`config.mk`:
```
export PLATFORM = sky130hd
export DESIGN_NAME = dma_gctl
export DESIGN_NICKNAME = d
export VERILOG_FILES = /design/src/rtl/dma_gctl_pkg.sv /design/src/rtl/dma_gctl_stick.sv /design/src/rtl/dma_gctl_decode.sv /design/src/rtl/dma_gctl_regs.sv /design/src/rtl/dma_gctl_bus.sv /design/src/rtl/dma_gctl.sv
export SDC_FILE = /design/constraint.sdc
export NUM_CORES = 1
export LEC_CHECK = 0
export BUFFER_PORTS_ARGS = -buffer_cell sky130_fd_sc_hd__buf_2
export CAP_MARGIN = 25
export CORE_AREA = 2 2 556 558
export DETAILED_ROUTE_END_ITERATION = 8
export DIE_AREA = 0 0 558 560
export REMOVE_ABC_BUFFERS = 1
export SETUP_SLACK_MARGIN = 0.3
export SKIP_CTS_REPAIR_TIMING = 1
export SLEW_MARGIN = 5
export SYNTH_ARGS = -nofsm -noshare
export SYNTH_HDL_FRONTEND = slang
export SYNTH_HIERARCHICAL = 1
export SYNTH_SLANG_ARGS = --single-unit
```
`constraint.sdc`:
```
create_clock -name clk -period 2.8 [get_ports clk]
set_input_delay 0.28 -clock clk [delete_from_list [all_inputs] [get_ports clk]]
set_output_delay 0.28 -clock clk [all_outputs]
set_load 0.05 [all_outputs]
```
`src/rtl/dma_gctl_pkg.sv`:
```
package dma_gctl_pkg;
  typedef enum logic [2:0] {
    GS_NONE,
    GS_CTRL,
    GS_PEND,
    GS_DBELL,
    GS_DBSET,
    GS_PROG
  } gsel_e;

  typedef enum logic [1:0] {
    BS_IDLE,
    BS_CREQ,
    BS_CWAIT,
    BS_RSP
  } bstate_e;

  // word index inside the global region (byte offset / 4)
  localparam int GW_CTRL  = 0;
  localparam int GW_PEND  = 1;
  localparam int GW_DBELL = 2;
  localparam int GW_DBSET = 3;
  localparam int GW_PROG  = 7;

  // control word bit positions (the option bit is the top data bit)
  localparam int CB_EN   = 0;
  localparam int CB_AERR = 2;
  localparam int CB_HALT = 3;
endpackage

```
`src/rtl/dma_gctl_stick.sv`:
```
module dma_gctl_stick #(
  parameter int W = 1
) (
  input  logic         clk,
  input  logic         rst_n,
  input  logic [W-1:0] set,
  input  logic [W-1:0] clr,
  output logic [W-1:0] q
);
  // set takes priority over clear in the same cycle
  always_ff @(posedge clk or negedge rst_n) begin
    if (!rst_n) q <= '0;
    else        q <= (q & ~clr) | set;
  end
endmodule

```
`src/rtl/dma_gctl_decode.sv`:
```
module dma_gctl_decode
  import dma_gctl_pkg::*;
#(
  parameter  int ADDR_W  = 13,
  parameter  int NUM_CH  = 32,
  parameter  int CH_REGS = 8,
  localparam int CH_W    = $clog2(NUM_CH),
  localparam int REG_W   = $clog2(CH_REGS)
) (
  input  logic [ADDR_W-1:0] addr,
  output logic              is_chan,
  output logic [CH_W-1:0]   ch_idx,
  output logic [REG_W-1:0]  ch_reg,
  output gsel_e             gsel
);
  localparam int WIN_SHIFT = REG_W + 2;
  localparam int HI_W      = ADDR_W - 1 - WIN_SHIFT;

  logic [HI_W-1:0]   win_no;
  logic [ADDR_W-4:0] gword;
  logic              unused_lsb;

  assign win_no     = addr[ADDR_W-2:WIN_SHIFT];
  assign gword      = addr[ADDR_W-2:2];
  assign unused_lsb = ^addr[1:0];

  assign is_chan = !addr[ADDR_W-1] && ({1'b0, win_no} < (HI_W+1)'(NUM_CH));
  assign ch_idx  = addr[WIN_SHIFT +: CH_W];
  assign ch_reg  = addr[2 +: REG_W];

  always_comb begin
    gsel = GS_NONE;
    if (addr[ADDR_W-1]) begin
      case (int'(gword))
        GW_CTRL:  gsel = GS_CTRL;
        GW_PEND:  gsel = GS_PEND;
        GW_DBELL: gsel = GS_DBELL;
        GW_DBSET: gsel = GS_DBSET;
        GW_PROG:  gsel = GS_PROG;
        default:  gsel = GS_NONE;
      endcase
    end
  end
endmodule

```
`src/rtl/dma_gctl_regs.sv`:
```
module dma_gctl_regs
  import dma_gctl_pkg::*;
#(
  parameter int DATA_W = 32,
  parameter int NUM_CH = 32
) (
  input  logic              clk,
  input  logic              rst_n,
  input  logic              wr_en,
  input  gsel_e             wr_sel,
  input  logic [DATA_W-1:0] wr_data,
  input  gsel_e             rd_sel,
  output logic [DATA_W-1:0] rd_data,
  input  logic [NUM_CH-1:0] ch_irq,
  input  logic [NUM_CH-1:0] ch_addr_err,
  input  logic [NUM_CH-1:0] ch_halt,
  input  logic [NUM_CH-1:0] fetch_ack,
  output logic [NUM_CH-1:0] fetch_req,
  output logic              ctrl_enable,
  output logic              ctrl_perf,
  output logic [DATA_W-1:0] chan_prog,
  output logic              irq
);
  logic wr_ctrl, wr_pend, wr_dbell, wr_dbset, wr_prog;
  logic [NUM_CH-1:0] pend_q, db_q;
  logic [NUM_CH-1:0] wmask;
  logic [1:0]        flag_q;   // [0] address error, [1] halt
  logic              en_q, perf_q;
  logic [DATA_W-1:0] prog_q;

  assign wr_ctrl  = wr_en && (wr_sel == GS_CTRL);
  assign wr_pend  = wr_en && (wr_sel == GS_PEND);
  assign wr_dbell = wr_en && (wr_sel == GS_DBELL);
  assign wr_dbset = wr_en && (wr_sel == GS_DBSET);
  assign wr_prog  = wr_en && (wr_sel == GS_PROG);
  assign wmask    = wr_data[NUM_CH-1:0];

  dma_gctl_stick #(.W(NUM_CH)) u_pend (
    .clk(clk), .rst_n(rst_n),
    .set(ch_irq),
    .clr({NUM_CH{wr_pend}} & ~wmask),
    .q(pend_q)
  );

  dma_gctl_stick #(.W(NUM_CH)) u_dbell (
    .clk(clk), .rst_n(rst_n),
    .set({NUM_CH{wr_dbset}} & wmask),
    .clr(({NUM_CH{wr_dbell}} & ~wmask) | fetch_ack),
    .q(db_q)
  );

  dma_gctl_stick #(.W(2)) u_flags (
    .clk(clk), .rst_n(rst_n),
    .set({|ch_halt, |ch_addr_err}),
    .clr({2{wr_ctrl}} & ~{wr_data[CB_HALT], wr_data[CB_AERR]}),
    .q(flag_q)
  );

  always_ff @(posedge clk or negedge rst_n) begin
    if (!rst_n) begin
      en_q   <= 1'b0;
      perf_q <= 1'b0;
      prog_q <= '0;
    end else begin
      if (wr_ctrl) begin
        en_q   <= wr_data[CB_EN];
        perf_q <= wr_data[DATA_W-1];
      end
      if (wr_prog) prog_q <= wr_data;
    end
  end

  always_comb begin
    rd_data = '0;
    case (rd_sel)
      GS_CTRL: begin
        rd_data[CB_EN]      = en_q;
        rd_data[CB_AERR]    = flag_q[0];
        rd_data[CB_HALT]    = flag_q[1];
        rd_data[DATA_W-1]   = perf_q;
      end
      GS_PEND:  rd_data = DATA_W'(pend_q);
      GS_DBELL: rd_data = DATA_W'(db_q);
      GS_PROG:  rd_data = prog_q;
      default:  rd_data = '0;
    endcase
  end

  assign fetch_req   = db_q;
  assign ctrl_enable = en_q;
  assign ctrl_perf   = perf_q;
  assign chan_prog   = prog_q;
  assign irq         = en_q && (|pend_q);

  // every interrupt event is visible in the pending word one cycle later
  a_r4_pend_capture: assert property (@(posedge clk) disable iff (!rst_n)
    (|ch_irq) |=> ((pend_q & $past(ch_irq)) == $past(ch_irq)));

  // a halt event always leaves the halt summary set
  a_r3_halt_capture: assert property (@(posedge clk) disable iff (!rst_n)
    (|ch_halt) |=> flag_q[1]);

  // a doorbell bit only rises after a doorbell-set write
  a_r7_no_spurious_ring: assert property (@(posedge clk) disable iff (!rst_n)
    !(wr_en && (wr_sel == GS_DBSET)) |=> ((db_q & ~$past(db_q)) == '0));
endmodule

```
`src/rtl/dma_gctl_bus.sv`:
```
module dma_gctl_bus
  import dma_gctl_pkg::*;
#(
  parameter  int ADDR_W  = 13,
  parameter  int DATA_W  = 32,
  parameter  int NUM_CH  = 32,
  parameter  int CH_REGS = 8,
  localparam int CH_W    = $clog2(NUM_CH),
  localparam int REG_W   = $clog2(CH_REGS)
) (
  input  logic                     clk,
  input  logic                     rst_n,
  input  logic                     req_valid,
  output logic                     req_ready,
  input  logic                     req_write,
  input  logic [ADDR_W-1:0]        req_addr,
  input  logic [DATA_W-1:0]        req_wdata,
  output logic                     rsp_valid,
  input  logic                     rsp_ready,
  output logic [DATA_W-1:0]        rsp_rdata,
  output logic [NUM_CH-1:0]        ch_req_valid,
  input  logic [NUM_CH-1:0]        ch_req_ready,
  output logic [REG_W-1:0]         ch_req_reg,
  output logic                     ch_req_write,
  output logic [DATA_W-1:0]        ch_req_wdata,
  input  logic [NUM_CH-1:0]        ch_rsp_valid,
  input  logic [NUM_CH*DATA_W-1:0] ch_rsp_rdata,
  output logic                     g_wr_en,
  output gsel_e                    g_sel,
  input  logic [DATA_W-1:0]        g_rdata
);
  bstate_e           state_q;
  logic [CH_W-1:0]   sel_q;
  logic [REG_W-1:0]  reg_q;
  logic              wr_q;
  logic [DATA_W-1:0] wdata_q, rdata_q;

  logic              dec_chan;
  logic [CH_W-1:0]   dec_idx;
  logic [REG_W-1:0]  dec_reg;
  logic              accept;

  dma_gctl_decode #(.ADDR_W(ADDR_W), .NUM_CH(NUM_CH), .CH_REGS(CH_REGS)) u_dec (
    .addr(req_addr), .is_chan(dec_chan), .ch_idx(dec_idx),
    .ch_reg(dec_reg), .gsel(g_sel)
  );

  assign req_ready = (state_q == BS_IDLE);
  assign accept    = req_valid && req_ready;
  assign g_wr_en   = accept && req_write && !dec_chan && (g_sel != GS_NONE);

  // per-channel routing
  logic [DATA_W-1:0] ch_rd_arr [NUM_CH];
  for (genvar i = 0; i < NUM_CH; i++) begin : g_route
    assign ch_rd_arr[i]    = ch_rsp_rdata[i*DATA_W +: DATA_W];
    assign ch_req_valid[i] = (state_q == BS_CREQ) && (sel_q == CH_W'(i));
  end

  logic              sel_ready, sel_rvalid;
  logic [DATA_W-1:0] sel_rdata;
  assign sel_ready  = ch_req_ready[sel_q];
  assign sel_rvalid = ch_rsp_valid[sel_q];
  assign sel_rdata  = ch_rd_arr[sel_q];

  always_ff @(posedge clk or negedge rst_n) begin
    if (!rst_n) begin
      state_q <= BS_IDLE;
      sel_q   <= '0;
      reg_q   <= '0;
      wr_q    <= 1'b0;
      wdata_q <= '0;
      rdata_q <= '0;
    end else begin
      case (state_q)
        BS_IDLE: if (req_valid) begin
          if (dec_chan) begin
            sel_q   <= dec_idx;
            reg_q   <= dec_reg;
            wr_q    <= req_write;
            wdata_q <= req_wdata;
            state_q <= BS_CREQ;
          end else begin
            rdata_q <= req_write ? '0 : g_rdata;
            state_q <= BS_RSP;
          end
        end
        BS_CREQ:  if (sel_ready) state_q <= BS_CWAIT;
        BS_CWAIT: if (sel_rvalid) begin
          rdata_q <= wr_q ? '0 : sel_rdata;
          state_q <= BS_RSP;
        end
        BS_RSP:   if (rsp_ready) state_q <= BS_IDLE;
        default:  state_q <= BS_IDLE;
      endcase
    end
  end

  assign rsp_valid    = (state_q == BS_RSP);
  assign rsp_rdata    = rdata_q;
  assign ch_req_reg   = reg_q;
  assign ch_req_write = wr_q;
  assign ch_req_wdata = wdata_q;

  // a response waits, unchanged, for the host
  a_r11_rsp_hold: assert property (@(posedge clk) disable iff (!rst_n)
    (rsp_valid && !rsp_ready) |=> (rsp_valid && $stable(rsp_rdata)));

  // nothing more is accepted while a transaction is in flight
  a_r11_one_in_flight: assert property (@(posedge clk) disable iff (!rst_n)
    accept |=> !req_ready);

  // a channel request holds until its own ready
  a_r9_req_hold: assert property (@(posedge clk) disable iff (!rst_n)
    (|(ch_req_valid & ~ch_req_ready)) |=> ((|ch_req_valid) && $stable(ch_req_valid)));
endmodule

```
`src/rtl/dma_gctl.sv`:
```
module dma_gctl
  import dma_gctl_pkg::*;
#(
  parameter int ADDR_W  = 13,
  parameter int DATA_W  = 32,
  parameter int NUM_CH  = 32,
  parameter int CH_REGS = 8
) (
  input  logic                       clk,
  input  logic                       rst_n,
  input  logic                       req_valid,
  output logic                       req_ready,
  input  logic                       req_write,
  input  logic [ADDR_W-1:0]          req_addr,
  input  logic [DATA_W-1:0]          req_wdata,
  output logic                       rsp_valid,
  input  logic                       rsp_ready,
  output logic [DATA_W-1:0]          rsp_rdata,
  output logic [NUM_CH-1:0]          ch_req_valid,
  input  logic [NUM_CH-1:0]          ch_req_ready,
  output logic [$clog2(CH_REGS)-1:0] ch_req_reg,
  output logic                       ch_req_write,
  output logic [DATA_W-1:0]          ch_req_wdata,
  input  logic [NUM_CH-1:0]          ch_rsp_valid,
  input  logic [NUM_CH*DATA_W-1:0]   ch_rsp_rdata,
  input  logic [NUM_CH-1:0]          ch_irq,
  input  logic [NUM_CH-1:0]          ch_addr_err,
  input  logic [NUM_CH-1:0]          ch_halt,
  input  logic [NUM_CH-1:0]          fetch_ack,
  output logic [NUM_CH-1:0]          fetch_req,
  output logic                       ctrl_enable,
  output logic                       ctrl_perf,
  output logic [DATA_W-1:0]          chan_prog,
  output logic                       irq
);
  logic              g_wr_en;
  gsel_e             g_sel;
  logic [DATA_W-1:0] g_rdata;

  dma_gctl_bus #(.ADDR_W(ADDR_W), .DATA_W(DATA_W), .NUM_CH(NUM_CH), .CH_REGS(CH_REGS)) u_bus (
    .clk(clk), .rst_n(rst_n),
    .req_valid(req_valid), .req_ready(req_ready), .req_write(req_write),
    .req_addr(req_addr), .req_wdata(req_wdata),
    .rsp_valid(rsp_valid), .rsp_ready(rsp_ready), .rsp_rdata(rsp_rdata),
    .ch_req_valid(ch_req_valid), .ch_req_ready(ch_req_ready),
    .ch_req_reg(ch_req_reg), .ch_req_write(ch_req_write), .ch_req_wdata(ch_req_wdata),
    .ch_rsp_valid(ch_rsp_valid), .ch_rsp_rdata(ch_rsp_rdata),
    .g_wr_en(g_wr_en), .g_sel(g_sel), .g_rdata(g_rdata)
  );

  dma_gctl_regs #(.DATA_W(DATA_W), .NUM_CH(NUM_CH)) u_regs (
    .clk(clk), .rst_n(rst_n),
    .wr_en(g_wr_en), .wr_sel(g_sel), .wr_data(req_wdata),
    .rd_sel(g_sel), .rd_data(g_rdata),
    .ch_irq(ch_irq), .ch_addr_err(ch_addr_err), .ch_halt(ch_halt),
    .fetch_ack(fetch_ack), .fetch_req(fetch_req),
    .ctrl_enable(ctrl_enable), .ctrl_perf(ctrl_perf),
    .chan_prog(chan_prog), .irq(irq)
  );
endmodule

```
---- Word level (Yosys, flattened, before mapping) ----
Index checks and enable logic that the tools add are counted.
storage, ports and cells
  register bits after elaboration ......... 175
  input port bits ......................... 1,266
  output and inout port bits .............. 169
  word-level logic and storage cells ...... 162
cells by class
  order comparisons ....................... 3
  equal/unequal tests ..................... 48
  muxes and demuxes ....................... 26
  bitwise logic cells ..................... 17
  reductions and logical operators ........ 56
operators with widths
  kind                                                         count
  two-way mux 32 bit                                           7
  bitwise AND 32 bit                                           5
  binary-select mux 32 bit (select 5 bit)                      1
  inverter 32 bit                                              3
  bitwise OR 32 bit                                            3
  OR reduction 32 bit                                          3
  case mux 27 bit (3 select lines)                             1
  equality test 5 bit (second input constant)                  16
  case mux 32 bit (2 select lines)                             1
  logical AND 1 bit                                            43
  equality test 5 x 4 -> 1 bit (second input constant)         8
  equality test 10 x 2 -> 1 bit (second input constant)        2
  equality test 5 x 3 -> 1 bit (second input constant)         4
  case mux 2 bit (4 select lines)                              2
  case mux 3 bit (5 select lines)                              1
  binary-select mux 1 bit (select 5 bit)                       2
  equality test 10 x 1 -> 1 bit (second input constant)        1
  equality test 10 x 3 -> 1 bit (second input constant)        1
  equality test 5 x 2 -> 1 bit (second input constant)         2
  logical NOT 10 bit                                           1
  two-way mux 2 bit                                            5
  case mux 1 bit (4 select lines)                              2
  AND reduction 4 bit                                          2
  less-than comparator 7 x 6 -> 1 bit (second input constant)  1
  other kinds (23)                                             33

---- Logic depth before layout (Yosys ltp) ----
Gate-level depths: netlist of the first run.
  word-level depth ........................ 11
  mapped depth ............................ 11
  depth with buffers taken out ............ 9

---- Modules after synthesis ----
The synthesis of the first run kept the hierarchy.
modules (own cells, without submodules)
  module                                instances  cells each  area an instance (um2)  sequential area each (um2)
  dma_gctl_bus                          1          1,014       12,209.2                1,876.8
  dma_gctl_regs                         1          306         3,051.7                 850.8
  dma_gctl_stick at u_regs.u_dbell ...  2          96          1,161.1                 800.8
  dma_gctl_decode                       1          17          133.9                   0.0
  dma_gctl_stick at u_regs.u_flags      1          6           72.6                    50.0

---- Worst setup path before layout of the first run ----
No wires, ideal clock.
  path kind ............................... input to register
  start ................................... in req_addr[7]
  end ..................................... reg u_regs.u_dbell.q[10]
  library setup time ...................... 0.118 ns
  data arrival time ....................... 2.892 ns
  required time ........................... 2.682 ns
  setup slack ............................. -0.210 ns
  cell stages on the path ................. 9
  path buffers ............................ 1
  path through ............................ or4_1 nor4_2 nor3_1 nor2_1 nand4b_1 buf_2 o21bai_1 inv_1 a21o_1
between the ends
  word-level cells in the longest chain between the ends .. 11
  elaborated cells on any way between the ends .. 23
  classes of those cells .................. 1 x order compare; 6 x eq/ne; 2 x mux; 6 x bitwise; 8 x reduce/logical
ends and longest elaborated chain
  element                                                line                   text
  start: declaration                                     dma_gctl.sv:14         input logic [ADDR_W-1:0] req_addr,
  equality test 10 x 3 -> 1 bit (tied with other cells)  dma_gctl_decode.sv:34  case (int'(gword))
  case mux 3 bit (5 select lines) *                      dma_gctl_decode.sv:34
  two-way mux 3 bit *                                    dma_gctl_decode.sv:33  if (addr[ADDR_W-1]) begin
  named net g_sel[1]                                     dma_gctl.sv:37         gsel_e g_sel;
  nonzero test 3 bit *                                   dma_gctl_bus.sv:50     assign g_wr_en = accept && req_write && !dec_chan && (g_sel != GS_NONE);
  logical AND 1 bit *                                    dma_gctl_bus.sv:50
  named net g_wr_en                                      dma_gctl.sv:36         logic g_wr_en;
  logical AND 1 bit                                      dma_gctl_regs.sv:33    assign wr_dbell = wr_en && (wr_sel == GS_DBELL);
  bitwise AND 32 bit                                     dma_gctl_regs.sv:48    .clr(({NUM_CH{wr_dbell}} & ~wmask) | fetch_ack),
  bitwise OR 32 bit                                      dma_gctl_regs.sv:48
  inverter 32 bit                                        dma_gctl_stick.sv:13   else q <= (q & ~clr) | set;
  bitwise AND 32 bit                                     dma_gctl_stick.sv:13
  bitwise OR 32 bit *                                    dma_gctl_stick.sv:13
  end signal: assignment                                 dma_gctl_stick.sv:13
  end: declaration                                       dma_gctl_stick.sv:8    output logic [W-1:0] q
Mark *: on every way through the listed nets, which the timed path passes. The rest lies on a longest branch.
A chain may end at the register's enable or synchronous reset.

---- Final worst setup path of the first run ----
  start ................................... reg u_bus.sel_q[2]
  end ..................................... reg u_bus.rdata_q[5] (netlist: u_bus/rsp_rdata[5])
between the ends
  word-level cells in the longest chain between the ends .. 7
  elaborated cells on any way between the ends .. 11
  classes of those cells .................. 1 x eq/ne; 8 x mux; 1 x bitwise; 1 x reduce/logical
ends and longest elaborated chain
  element                                                 line                text
  start: declaration                                      dma_gctl_bus.sv:33  logic [CH_W-1:0] sel_q;
  start signal: assignment                                dma_gctl_bus.sv:77  sel_q <= dec_idx;
  inverter 5 -> 6 bit (implied by the code)               dma_gctl_bus.sv:63  assign sel_rdata = ch_rd_arr[sel_q];
  binary-select mux 32 bit (select 5 bit)                 dma_gctl_bus.sv:63
  two-way mux 32 bit (implied by the code) (2 in series)  dma_gctl_bus.sv:63
  two-way mux 32 bit                                      dma_gctl_bus.sv:89  rdata_q <= wr_q ? '0 : sel_rdata;
  two-way mux 32 bit                                      dma_gctl_bus.sv:88  BS_CWAIT: if (sel_rvalid) begin
  case mux 32 bit (2 select lines)                        dma_gctl_bus.sv:74  case (state_q)
  end signal: assignment                                  dma_gctl_bus.sv:83  rdata_q <= req_write ? '0 : g_rdata;
  end signal: assignment                                  dma_gctl_bus.sv:89
  end: declaration                                        dma_gctl_bus.sv:36  logic [DATA_W-1:0] wdata_q, rdata_q;
Several ways; a longest one is shown, not always the timed one. The select of a mux whose other input is x is not followed.

==> summary.md, run 1 <==
| Metric | Value |
|---|---|
| Final setup fails | `30` |
| Most common cell after layout, fill and taps aside | `buf_2` |
| Design Area, Final | `35,500 um2` |
| Port bufs | `1,432` |
| GRT overflow | `0` |
| DIE WIDTH | `558 um` |
| Post-synthesis sequential area ratio | `0.246` |
| Via-to-Cell Ratio | `3.16` |
| Rows | `204` |
| First-pass GRT wire length | `255 mm` |
| Cell Area, Synth | `17,800 um2` |
| Post-synth EDFFs | `0` |
| Gp weighted congestion | `0.971` |
| Slew headroom | `0.422` |
| Die height | `560 um` |
| Clock sinks | `175` |
| H-tree Lvls | `4` |
| Dominant synthesized flop cell | `dfrtp_1` |
| PD cells | `828 nW/um2` |
| Drt total wl | `223 mm` |
| LEAKAGE | `15.2 nW` |
| Power Total | `0.0294 W` |
| Final hold vios | `0` |
| Ys Warns | `6` |
| RSZ-0062 raised after global routing | `yes` |
| Max Freq | `341 MHz` |
| Largest net degree at the start of global routing | `63` |
| DR vias | `23,590` |
| Core area | `307,000 um2` |
| Post-DRT Antenna Nets | `0` |
| Die area | `312,000 um2` |
| Hold Path Class | `primary input to register` |
| Gate Count Post-Synth | `1,535` |
| Setup tns final | `-1.86 ns` |
| Status | `complete, but fails checks` |
| CP max FO | `8` |
| CP Launch Type | `register` |
| Final core utilization | `0.116` |
| Vias in the first global route | `22,756` |
| MaxCap Viol Count | `0` |
| Clk buf depth | `3` |
| Worst-margin pin slew | `0.867 ns` |
| Placed cell areas | `32,200 um2` |
| Synth-to-layout area growth | `99.7%` |
| Mean Syn Cell Area | `11.6 um2` |
| Initial Util | `0.0579` |
| Tot GR Track Use | `0.130` |
| Starting DRT DRC Count | `1,844` |
| Min Hold Slack | `0.0586 ns` |
| Detail Placement HPWL | `192 mm` |
| Final worst path period need | `2.93 ns` |
| Setup CP Type | `register to register` |
| Most frequent cells in the layout | `1,398 x buf_2, 240 x buf_4, 211 x mux2i_1` |
| Io pins | `1,435` |
| Synth Register Bits | `175` |
| Post-route DRC violation count | `0` |
| Nets | `4,498` |
| Fill count | `35,311` |
| Clock skew | `0.0365 ns` |
| CTS Root Cell | `clkbuf_16` |
| CTS tree | `done` |
| Drt first pass iters | `5` |
| Initial antenna violation count | `249` |
| Wire per inst | `30.0 um` |
| Failing checks | `setup timing` |
| Inserted Clock Buffers | `25` |
| Final setup margin | `-0.133 ns` |
| CP Data Required Time | `3.21 ns` |
| Final Cycle Share | `1.05` |
| Worst setup EP type | `register` |
| Clock latency on the worst-skew pair | `0.56 ns` |
| Number of distinct library cells after synthesis | `60` |
| Clock transition at path regs | `0.08 ns` |
| Share of cells above drive strength 1 | `0.699` |
| CP arrival | `3.34 ns` |
| Maximum VDD drop | `0.522 mV` |
| Post-synth ARST share | `1.00` |
| Slew Limit Fails | `0` |
synthesized netlist by cell type (24+ instances only):
| cell type | instances | share of area |
|---|---|---|
| a211oi_1 | 26 | 0.011 |
| a21o_1 | 66 | 0.028 |
| a21oi_1 | 57 | 0.016 |
| a32o_1 | 30 | 0.017 |
| and2_1 | 33 | 0.012 |
| buf_2 | 69 | 0.019 |
| clkbuf_1 | 32 | 0.0068 |
| dfrtp_1 | 175 | 0.25 |
| inv_1 | 75 | 0.016 |
| mux2_2 | 79 | 0.050 |
| mux2_4 | 32 | 0.027 |
| mux2i_1 | 218 | 0.12 |
| mux4_2 | 209 | 0.26 |
| nand2_1 | 40 | 0.0084 |
| nor2_1 | 78 | 0.016 |
| nor4_1 | 24 | 0.0084 |
| o21ai_0 | 29 | 0.0082 |
| o21bai_1 | 32 | 0.014 |
| o221ai_1 | 30 | 0.015 |
| o22ai_1 | 32 | 0.011 |
| o2bb2ai_1 | 26 | 0.013 |
metrics by stage:
stage               instances  setup WS (ns)
floorplan                1386          -8.95
global placement         7213          -1.19
detailed placement       7213         -0.702
CTS                      7246         -0.508
global route             7420         -0.171
finish                   7454         -0.133
logic make-up (layout without fill, tap and decap cells):
group | after synthesis | count (layout) | synth area share
compound gates | 359 | 359 | 0.148
xor+xnor | 1 | 1 | 0.000492
fa+ha+maj | 5 | 5 | 0.00352
buf+inv | 224 | 1922 | 0.0633
flops | 175 | 175 | 0.246
mux | 543 | 543 | 0.472
other cells | 0 | 101 | 0
simple gates | 228 | 228 | 0.0665
metal layers:
layer	up-vias	routed length, um	GRT usage	part of all wire
li1	9638	-	-	-
met1	11396	76700	0.133	0.34
met5	-	961	0	0.0043
met3	534	30200	0.0682	0.14
met4	146	10700	0.0582	0.048
met2	1876	105000	0.217	0.47
power breakdown:
group / leakage (nW) / switching [W] / internal [W]
clock: 0.324 / 0.00141 / 0.00164
combinational: 12.7 / 0.0129 / 0.0102
sequential: 2.19 / 0.000340 / 0.00297
worst max-delay path: stages, from the launching register on:
cell and delay, ns:
dfrtp_4 0.52, buf_12 0.15, buf_12 0.13, buf_4 0.16, nand3b_1 0.16, buf_12 0.18, buf_4 0.23, o221ai_1 0.28
a21oi_2 0.30, o21ai_0 0.13, a32o_1 0.27, mux2_4 0.25
cell type report:
type                    instances  area, um2  share of cell area
inverters                      75        285             0.00803
clock buffers                  29        651              0.0183
repair buffers               1814      11700               0.328
clock inverters                 4       27.5            0.000775
diodes                        101        253             0.00711
well taps                    4120       5150               0.145
multi-input cells            1136      13100               0.368
flip-flops and latches        175       4410               0.124
worst paths after layout:
check | startpoint | endpoint | slack (ns) | cells past startpoint
min in group asynchronous | rst_n | u_regs/u_dbell/q[14]$_DFF_PN0_ | 0.30 | 2
max in group asynchronous | rst_n | u_regs/u_dbell/q[26]$_DFF_PN0_ | 1.66 | 3
max | u_bus/sel_q[2]$_DFFE_PN0P_ | u_bus/rsp_rdata[5]$_DFFE_PN0P_ | -0.13 | 11
min reg2reg | u_regs/u_flags/q[1]$_DFF_PN0_ | u_regs/u_flags/q[1]$_DFF_PN0_ | 0.50 | 1
max reg2reg | u_bus/sel_q[2]$_DFFE_PN0P_ | u_bus/rsp_rdata[5]$_DFFE_PN0P_ | -0.13 | 11
min | req_addr[3] | u_bus/ch_req_reg[1]$_DFFE_PN0P_ | 0.06 | 2
Note: power is estimated with default switching activity, not from simulation.
==> run 2, diff against run 1 <==
--- a/config.mk
+++ b/config.mk
@@ -7,7 +7,7 @@
 export LEC_CHECK = 0
 export BUFFER_PORTS_ARGS = -buffer_cell sky130_fd_sc_hd__buf_2
 export CAP_MARGIN = 25
-export CORE_AREA = 2 2 556 558
+export CORE_AREA = 10 10 548 550
 export DETAILED_ROUTE_END_ITERATION = 8
 export DIE_AREA = 0 0 558 560
 export REMOVE_ABC_BUFFERS = 1
==> constraint.sdc (replaced) <==
create_clock -name clk -period 2.9 [get_ports clk]
set_input_delay 0.29 -clock clk [delete_from_list [all_inputs] [get_ports clk]]
set_output_delay 0.29 -clock clk [all_outputs]
set_load 0.05 [all_outputs]
==> run 2 against run 1 <==
Against the previous run: the flow now finishes without violations; power shrank 9.6%; core utilization grew 0.19 points; count of clock-buffer cells in the layout is the same; worst hold slack lost 0.040 ns; largest cell class unchanged; highest routed layer unchanged.
==> summary.md, run 2 (synthesis results as in run 1) <==
| Metric | Value |
|---|---|
| Status | `complete, no violations` |
| LEAKAGE | `14.8 nW (-2.6%)` |
| Final worst path period need | `2.88 ns (-0.0529 ns)` |
| CTS tree | `done` |
| PD cells | `780 nW/um2 (-5.7%)` |
| Maximum VDD drop | `0.377 mV (-28%)` |
| Design Area, Final | `34,100 um2 (-4.1%)` |
| Total area of multi-input combinational cells | `12,800 um2 (-2.0%)` |
| Synth-to-layout area growth | `91.5%` |
| Post-DRT Antenna Nets | `0 (unchanged)` |
| Core area | `290,000 um2 (-5.7%)` |
| CP Launch Type | `register` |
| Most frequent cells in the layout | `1,398 x buf_2, 235 x buf_4, 214 x mux2i_1` |
| DR vias | `23,272 (-1.3%)` |
| CP Data Required Time | `3.34 ns (+0.13 ns)` |
| Clock skew | `0.0342 ns (-0.00226 ns)` |
| Gp weighted congestion | `1.00 (+3.2%)` |
| Tot GR Track Use | `0.132 (+0.00192)` |
| Via-to-Cell Ratio | `3.29 (+3.9%)` |
| Die height | `560 um (unchanged)` |
| Register area | `4410 um2 (about the same)` |
| R2R setup slack | `0.02 ns (+0.15 ns)` |
| CP max FO | `14 (+6)` |
| CTS Root Cell | `clkbuf_16` |
| H-tree Lvls | `4 (unchanged)` |
| Slew headroom | `0.457 (+0.0348)` |
| Clock transition at path regs | `0.08 ns (about the same)` |
| Initial antenna violation count | `207 (-17%)` |
| Worst Hold Depth | `2 (unchanged)` |
| Clock latency on the worst-skew pair | `0.56 ns (about the same)` |
| Drt total wl | `219 mm (-1.8%)` |
| FF-to-FF path depth | `8 (-3)` |
| Final hold vios | `0 (unchanged)` |
| Max Freq | `347 MHz (+1.8%)` |
| Fill count | `33,255 (-5.8%)` |
| GRT overflow | `0 (unchanged)` |
| CP arrival | `3.32 ns (-0.02 ns)` |
| Vias in the first global route | `23,748 (+4.4%)` |
| Initial Util | `0.0614 (+0.00349)` |
| Hold Path Class | `primary input to register` |
| Final Cycle Share | `0.993 (-0.0543)` |
| First-pass GRT wire length | `266 mm (+4.5%)` |
| Drt first pass iters | `6 (+1)` |
| Worst-margin pin slew | `0.815 ns (-0.0522 ns)` |
| Largest net degree at the start of global routing | `58 (-7.9%)` |
| Nets | `4,458 (-0.89%)` |
| Placed cell areas | `31,800 um2 (-1.3%)` |
| RSZ-0062 raised after global routing | `yes` |
| Detail Placement HPWL | `199 mm (+3.6%)` |
| Slew Limit Fails | `0 (unchanged)` |
| Rows | `198 (-2.9%)` |
| Most common cell after layout, fill and taps aside | `buf_2` |
| Clk buf depth | `3 (unchanged)` |
| Share of cells above drive strength 1 | `0.688 (-0.0110)` |
| Final setup margin | `0.0203 ns (+0.153 ns)` |
| Clock sinks | `175 (unchanged)` |
| Starting DRT DRC Count | `1,945 (+5.5%)` |
| Post-route DRC violation count | `0 (unchanged)` |
| Worst setup EP type | `register` |
| Final setup fails | `0 (-100%)` |
| Wire per inst | `31.0 um (+3.4%)` |
| Io pins | `1,435 (unchanged)` |
| MaxCap Viol Count | `0 (unchanged)` |
| Die area | `312,000 um2 (unchanged)` |
| Port bufs | `1,432 (unchanged)` |
| DIE WIDTH | `558 um (unchanged)` |
| Setup CP Type | `register to register` |
| DP Worst Slack | `-0.452 ns (+0.250 ns)` |
| Inserted Clock Buffers | `25 (unchanged)` |
-- run 2: changes by cell type in the layout (fill, tap and decap cells not counted), sizes merged --
cell      previous run  this run
inv                 74        75
clkinv               1         2
buf               1757      1727
diode              101        87
clkinvlp             4         1
clkbuf              49        40
bufbuf               1         0
bufinv               0         1
-- run 2: layer usage --
layer	track usage	wire, um	vias to the layer above
li1	-	-	9521
met1	0.142	78300	11415
met2	0.226	106000	1782
met3	0.0620	26500	448
met4	0.0445	7820	106
met5	0	713	-
-- run 2: area by class of cell --
cell class | instances | area share
sequential | 175 | 0.130
multi-input combinational | 1136 | 0.376
clock buffer | 29 | 0.0197
antenna | 87 | 0.00639
tap | 3800 | 0.140
clock inverter | 4 | 0.00151
inverter | 75 | 0.00827
timing repair buffer | 1774 | 0.319
-- run 2: per-stage QoR --
step / hold WS, ns / setup TNS, ns / utilization / cells / power, W
2_1_floorplan: -0.00559 / -876.35 / - / 1386 / 0.0113
3_3_place_gp: 0.291 / -5.84 / 0.110 / 6901 / 0.0228
3_5_place_dp: 0.291 / -5.74 / 0.110 / 6901 / 0.0229
4_1_cts: -0.371 / -6.58 / 0.112 / 6934 / 0.0262
5_1_grt: 0.00714 / -0.0795 / 0.117 / 7048 / 0.0280
6_report: 0.0182 / 0 / 0.118 / 7080 / 0.0266
-- run 2: power breakdown --
| part | leakage [nW] | switching [W] | internal (W) |
|---|---|---|---|
| Sequential | 2.19 | 0.000331 | 0.00287 |
| Combinational | 12.2 | 0.0114 | 0.00894 |
| Clock | 0.354 | 0.00137 | 0.00172 |
| Total | 14.8 | 0.0131 | 0.0135 |
-- run 2: worst max-delay path, stage by stage (launching register included) --
cell and delay (ns):
dfrtp_4 0.45, buf_12 0.20, buf_16 0.22, buf_12 0.20
mux4_2 0.54, mux2i_1 0.41, a21oi_1 0.13, a32o_1 0.27
mux2_2 0.25
-- run 2: worst paths after layout --
| kind | start | end |
|---|---|---|
| worst min register to register | u_bus/ch_req_wdata[30]$_DFFE_PN0P_ | u_bus/ch_req_wdata[30]$_DFFE_PN0P_ |
| worst min-delay path | req_addr[8] | u_bus/sel_q[3]$_DFFE_PN0P_ |
| min in group asynchronous | rst_n | u_regs/u_dbell/q[29]$_DFF_PN0_ |
| max in group asynchronous | rst_n | u_bus/sel_q[4]$_DFFE_PN0P_ |
| worst max-delay path | u_bus/sel_q[0]$_DFFE_PN0P_ | u_bus/rsp_rdata[5]$_DFFE_PN0P_ |
| worst max register to register | u_bus/sel_q[0]$_DFFE_PN0P_ | u_bus/rsp_rdata[5]$_DFFE_PN0P_ |
